===== src/rtl/desc_pkg.sv =====
package desc_pkg;

    typedef enum logic {
        KIND_STRING = 1'b0,
        KIND_VECTOR = 1'b1
    } desc_kind_e;

    // Width of the element-size code held in the low type bits
    localparam int unsigned SIZE_CODE_W = 3;
    // Reserved element-size code
    localparam logic [SIZE_CODE_W-1:0] SIZE_CODE_RSVD = 3'd7;
    // Strings address bytes: shift of 3 (8 bits per element)
    localparam logic [SIZE_CODE_W-1:0] SIZE_CODE_BYTE = 3'd3;

endpackage


===== src/rtl/desc_field_split.sv =====
module desc_field_split
    import desc_pkg::*;
#(
    parameter int unsigned TYP_W = 8,
    parameter int unsigned BND_W = 24,
    parameter int unsigned ORG_W = 32,
    localparam int unsigned DESC_W = TYP_W + BND_W + ORG_W
) (
    input  logic [DESC_W-1:0]      desc,
    output desc_kind_e             kind,
    output logic [SIZE_CODE_W-1:0] shift,
    output logic                   type_bad,
    output logic [BND_W-1:0]       bound,
    output logic [ORG_W-1:0]       origin
);
    logic [TYP_W-1:0]       type_f;
    logic [SIZE_CODE_W-1:0] code;

    always_comb begin
        type_f = desc[DESC_W-1 -: TYP_W];
        bound  = desc[ORG_W +: BND_W];
        origin = desc[ORG_W-1:0];
        code   = type_f[SIZE_CODE_W-1:0];
        kind   = type_f[TYP_W-1] ? KIND_VECTOR : KIND_STRING;
        if (kind == KIND_VECTOR) begin
            shift    = code;
            type_bad = (code == SIZE_CODE_RSVD);
        end else begin
            shift    = SIZE_CODE_BYTE;
            type_bad = 1'b0;
        end
    end
endmodule


===== src/rtl/desc_bound_check.sv =====
module desc_bound_check #(
    parameter int unsigned MOD_W = 32,
    parameter int unsigned BND_W = 24
) (
    input  logic             modified,
    input  logic [MOD_W-1:0] index,
    input  logic [BND_W-1:0] bound,
    output logic             fault,
    output logic [BND_W-1:0] eff_index
);
    logic neg;
    logic too_big;

    always_comb begin
        neg       = index[MOD_W-1];
        too_big   = (index >= MOD_W'(bound));
        fault     = modified && (neg || too_big);
        eff_index = modified ? index[BND_W-1:0] : '0;
    end
endmodule


===== src/rtl/desc_bit_addr.sv =====
module desc_bit_addr #(
    parameter int unsigned ORG_W  = 32,
    parameter int unsigned BND_W  = 24,
    parameter int unsigned SH_W   = 3,
    parameter int unsigned OFF_W  = 6,
    localparam int unsigned BA_W  = ORG_W + 4,
    localparam int unsigned WA_W  = BA_W - OFF_W
) (
    input  logic [ORG_W-1:0] origin,
    input  logic [BND_W-1:0] eff_index,
    input  logic [SH_W-1:0]  shift,
    output logic [WA_W-1:0]  word_addr,
    output logic [OFF_W-1:0] bit_off
);
    logic [BA_W-1:0] base_bits;
    logic [BA_W-1:0] scaled;
    logic [BA_W-1:0] bit_addr;

    always_comb begin
        base_bits = {1'b0, origin, 3'b000};
        scaled    = BA_W'(eff_index) << shift;
        bit_addr  = base_bits + scaled;
        word_addr = bit_addr[BA_W-1:OFF_W];
        bit_off   = bit_addr[OFF_W-1:0];
    end
endmodule


===== src/rtl/desc_addr_unit.sv =====
module desc_addr_unit
    import desc_pkg::*;
#(
    parameter int unsigned TYP_W     = 8,
    parameter int unsigned BND_W     = 24,
    parameter int unsigned ORG_W     = 32,
    parameter int unsigned MOD_W     = 32,
    parameter int unsigned WORD_BITS = 64,
    localparam int unsigned DESC_W   = TYP_W + BND_W + ORG_W,
    localparam int unsigned OFF_W    = $clog2(WORD_BITS),
    localparam int unsigned WA_W     = ORG_W + 4 - OFF_W
) (
    input  logic              clk,
    input  logic              rst_n,
    input  logic              req_valid,
    input  logic [DESC_W-1:0] desc,
    input  logic              modified,
    input  logic [MOD_W-1:0]  index,
    output logic              rsp_valid,
    output logic              addr_valid,
    output logic [WA_W-1:0]   word_addr,
    output logic [OFF_W-1:0]  bit_off,
    output logic              bound_fault,
    output logic              type_fault,
    output logic              is_vector
);
    typedef struct packed {
        logic             rsp;
        logic             ok;
        logic [WA_W-1:0]  waddr;
        logic [OFF_W-1:0] boff;
        logic             bfault;
        logic             tfault;
        logic             vec;
    } rsp_t;

    desc_kind_e             kind;
    logic [SIZE_CODE_W-1:0] shift;
    logic                   type_bad;
    logic [BND_W-1:0]       bound;
    logic [ORG_W-1:0]       origin;
    logic                   bfault;
    logic [BND_W-1:0]       eff_index;
    logic [WA_W-1:0]        waddr_c;
    logic [OFF_W-1:0]       boff_c;

    rsp_t st_d, st_q;

    desc_field_split #(.TYP_W(TYP_W), .BND_W(BND_W), .ORG_W(ORG_W)) u_split (
        .desc     (desc),
        .kind     (kind),
        .shift    (shift),
        .type_bad (type_bad),
        .bound    (bound),
        .origin   (origin)
    );

    desc_bound_check #(.MOD_W(MOD_W), .BND_W(BND_W)) u_bchk (
        .modified  (modified),
        .index     (index),
        .bound     (bound),
        .fault     (bfault),
        .eff_index (eff_index)
    );

    desc_bit_addr #(.ORG_W(ORG_W), .BND_W(BND_W), .SH_W(SIZE_CODE_W), .OFF_W(OFF_W)) u_addr (
        .origin    (origin),
        .eff_index (eff_index),
        .shift     (shift),
        .word_addr (waddr_c),
        .bit_off   (boff_c)
    );

    always_comb begin
        st_d     = '0;
        st_d.rsp = req_valid;
        if (req_valid) begin
            st_d.bfault = bfault;
            st_d.tfault = type_bad;
            st_d.vec    = (kind == KIND_VECTOR);
            st_d.ok     = !bfault && !type_bad;
            if (st_d.ok) begin
                st_d.waddr = waddr_c;
                st_d.boff  = boff_c;
            end
        end
    end

    always_ff @(posedge clk) begin
        if (!rst_n) begin
            st_q <= '0;
        end else begin
            st_q <= st_d;
        end
    end

    assign rsp_valid   = st_q.rsp;
    assign addr_valid  = st_q.ok;
    assign word_addr   = st_q.waddr;
    assign bit_off     = st_q.boff;
    assign bound_fault = st_q.bfault;
    assign type_fault  = st_q.tfault;
    assign is_vector   = st_q.vec;
endmodule


===== config.mk =====
export PLATFORM = sky130hd
export DESIGN_NAME = desc_addr_unit
export DESIGN_NICKNAME = d
export VERILOG_FILES = /design/src/rtl/desc_pkg.sv /design/src/rtl/desc_field_split.sv /design/src/rtl/desc_bound_check.sv /design/src/rtl/desc_bit_addr.sv /design/src/rtl/desc_addr_unit.sv
export SDC_FILE = /design/constraint.sdc
export NUM_CORES = 1
export LEC_CHECK = 0
export ABC_AREA = 1
export ABC_CLOCK_PERIOD_IN_PS = 5400
export CORE_MARGIN = 2
export CORE_UTILIZATION = 40
export CTS_BUF_LIST = sky130_fd_sc_hd__clkbuf_16
export CTS_CLUSTER_SIZE = 25
export DETAILED_ROUTE_END_ITERATION = 8
export PLACE_DENSITY = 0.67
export SLEW_MARGIN = 20
export SYNTH_ARGS = -nofsm -noshare
export SYNTH_HDL_FRONTEND = slang
export SYNTH_HIERARCHICAL = 1
export SYNTH_SLANG_ARGS = --single-unit

===== constraint.sdc =====
create_clock -name clk -period 5.4 [get_ports clk]
set_input_delay 0.54 -clock clk [delete_from_list [all_inputs] [get_ports clk]]
set_output_delay 0.54 -clock clk [all_outputs]
set_load 0.02 [all_outputs]

==> summary.txt <==
library cells used by synthesis - 31
Routed WL - 13100 µm
Seq cells post-synth - 41
Worst setup EP type - flip-flop
Die Y - 124 µm
crit path launch - desc[63]
Synth Area in XOR/XNOR - 0.0229
Post-Synthesis Cells - 1029
HPWL Detailed - 11500 µm
Clock power frac - 0.268
drt first pass iters - 4
Synth Cell Area - 5730 µm²
Critical Path AT - 3970 ps
Setup CP Type - input port to flip-flop
sequential share of power - 0.252
Num Clock Sinks - 41
post-synthesis compound-gate area fraction - 0.0598
post-CTS setup repair buffer count - 0
post-synthesis sequential area ratio - 0.143
Filler cells - 1543
vias per cell - 4.43
CTS tree - yes
Final Util - 0.499
Worst IR Drop VDD - 118 µV
initial DRC count - 196
leakage power - 4.01 nW
drt wl/cell - 10.3 µm
# rows - 43
vias in the first global route - 5018
Comb pwr share - 0.480
crit share post-route - 0.696
Global Route Usage Sum - 0.177
largest net degree at the start of global routing - 38
GPL Wtd Cong - 0.882
adder-cell share of the synthesized area - 0.117
Die X - 124 µm
power density over cell area - 182 nW/µm²
Num CTS Buffers - 5
post-CTS sizing - 0
first-pass GRT wire length - 22100 µm
Area Growth Syn to Fin - 21.3%
unrepaired setup endpoints after global routing - false
post-synthesis average cell area - 5.57 µm²
most frequent cells in the layout - 351 x nand2_1, 218 x inv_1, 136 x clkdlybuf4s50_1, 73 x nand3_1, 58 x nor2_1
layout net count - 1249
Final Critical Period - 3760 ps
Final Slew Violations - 0
CP Max Fanout - 29
Sw Share - 0.384
Worst Tran Pin Value - 778 ps
Finished Layout Cells - 1277
status - finished clean
FMAX - 266 MHz
Initial Util - 0.411
final setup violation count - 0
syn nets - 1182
Fin Setup TNS - 0 ps
Relative slew margins - 0.481
Critical Path Source Type - input port
n_diodes - 0
initial antenna violation count - 0
antenna viol nets, final - 0
Min Hold Slack - 851 ps
YS warnings - 6
CTS clk-pin slew, worst paths - 60 ps
die area - 15300 µm²
clock root buffer - clkbuf_16
CTS max path bufs - 2
Buffers on Ports - 136
WP data required - 5610 ps
hold_buf cts - 0
grt ovf - 0
share of cells above drive strength 1 - 0.0583
Internal - 0.000780 W
simple-gate portion of the synthesized area - 0.409
Core ar. - 13900 µm²
mux contribution to synthesized area - 0.00524
drt drc - 0
total I/O pin count - 141
worst setup path endpoint - word_addr[25]
H-tree Lvls - 2
Max Cap Viol - 0
Placed Cells - 1269
Final Hold Fails - 0
NetSw - 0.000487 W
Vias - 5662
worst hold path class - input port to flip-flop
largest family of logic cells by synthesized area - simple AND/OR/NAND/NOR gates
commonest non-fill, non-tap cell in the layout - nand2_1
## synthesized netlist by cell type, drive strengths merged
master	number	area [µm²]
nand3	74	375
nor2	92	430
fa	1	20.0
buf	72	529
xnor2	1	8.76
a21oi	29	145
nand2	361	1390
nor4	2	25.0
dfxtp	41	821
nand3b	1	7.51
xor2	14	123
nor3	10	65.1
mux2i	3	30.0
inv	222	833
ha	52	651
or2	1	6.26
clkbuf	7	27.5
a21o	3	22.5
nand4	8	50.1
o21ai	35	175
## state kept, by name, indices dropped and copies added, names as in the netlist
| name | cells |
|---|---|
| is_vector | 1 |
| bit_off | 6 |
| type_fault | 1 |
| rsp_valid | 1 |
| bound_fault | 1 |
| addr_valid | 1 |
| word_addr | 30 |
## final cells by class
cell class / instances / area [µm²] / share of cell area
flip-flops and latches: 41 / 821 / 0.118
clock buffers: 5 / 125 / 0.0180
repair buffers: 139 / 1380 / 0.199
well taps: 180 / 225 / 0.0324
inverters: 222 / 833 / 0.120
clock inverters: 3 / 41.3 / 0.00594
multi-input cells: 687 / 3520 / 0.506
## metrics by stage
stage	setup slack [ps]	total power [W]	cell area [µm²]
2_1_floorplan	2590	0.000772	5730
3_3_place_gp	1380	0.000929	6780
3_5_place_dp	1340	0.000935	6780
4_1_cts	1630	0.00128	6950
5_1_grt	1330	0.00138	6950
6_report	1640	0.00127	6950
## power by group through the flow
| stage | clock network (W) | registers, W | logic [W] |
|---|---|---|---|
| floorplan | 0 | 0.000344 | 0.000428 |
| global placement | 0 | 0.000326 | 0.000603 |
| CTS | 0.000351 | 0.000319 | 0.000611 |
| global route | 0.000362 | 0.000320 | 0.000697 |
| finish | 0.000339 | 0.000319 | 0.000608 |
| detailed placement | 0 | 0.000326 | 0.000609 |
## layer usage
metal  part of all wire  wire length (µm)  up-vias  GRT usage
li1                   -                 -     3164          -
met1               0.47              6230     2349      0.232
met2               0.46              5990      137      0.305
met3              0.051               669       12     0.0188
met4              0.019               252        0     0.0533
met5                  0                 0        -          0
## critical path, stage by stage
cell and delay, ps:
clkdlybuf4s50_1 540, nand2_1 70, buf_4 210, inv_1 590, o21ai_0 240, o21ai_0 470, fa_1 380, nand3_1 100
nand3_1 150, nand3_1 90, nand2_1 150, nand2_1 120, nand2_1 80, nand2_1 50, nand2_1 50, inv_1 30
nor2_1 80
## cell families after synthesis
group,after synthesis
flip-flops,41
multiplexers,3
adder cells (fa/ha/maj),53
XOR/XNOR,15
buffers and inverters,301
AO/OA/AOI/OAI,67
AND/OR/NAND/NOR,549
## how the worst min path moves through the flow
stage               cells after the start          to       from  slack (ps)
detailed placement                      3   is_vector  req_valid        1150
finish                                  3   is_vector  req_valid         850
global route                            3  type_fault  req_valid         850
floorplan                               2   is_vector  req_valid         690
CTS                                     3   is_vector  req_valid         850
global placement                        3   is_vector  req_valid        1150
Note: power is estimated with default switching activity, not from simulation.
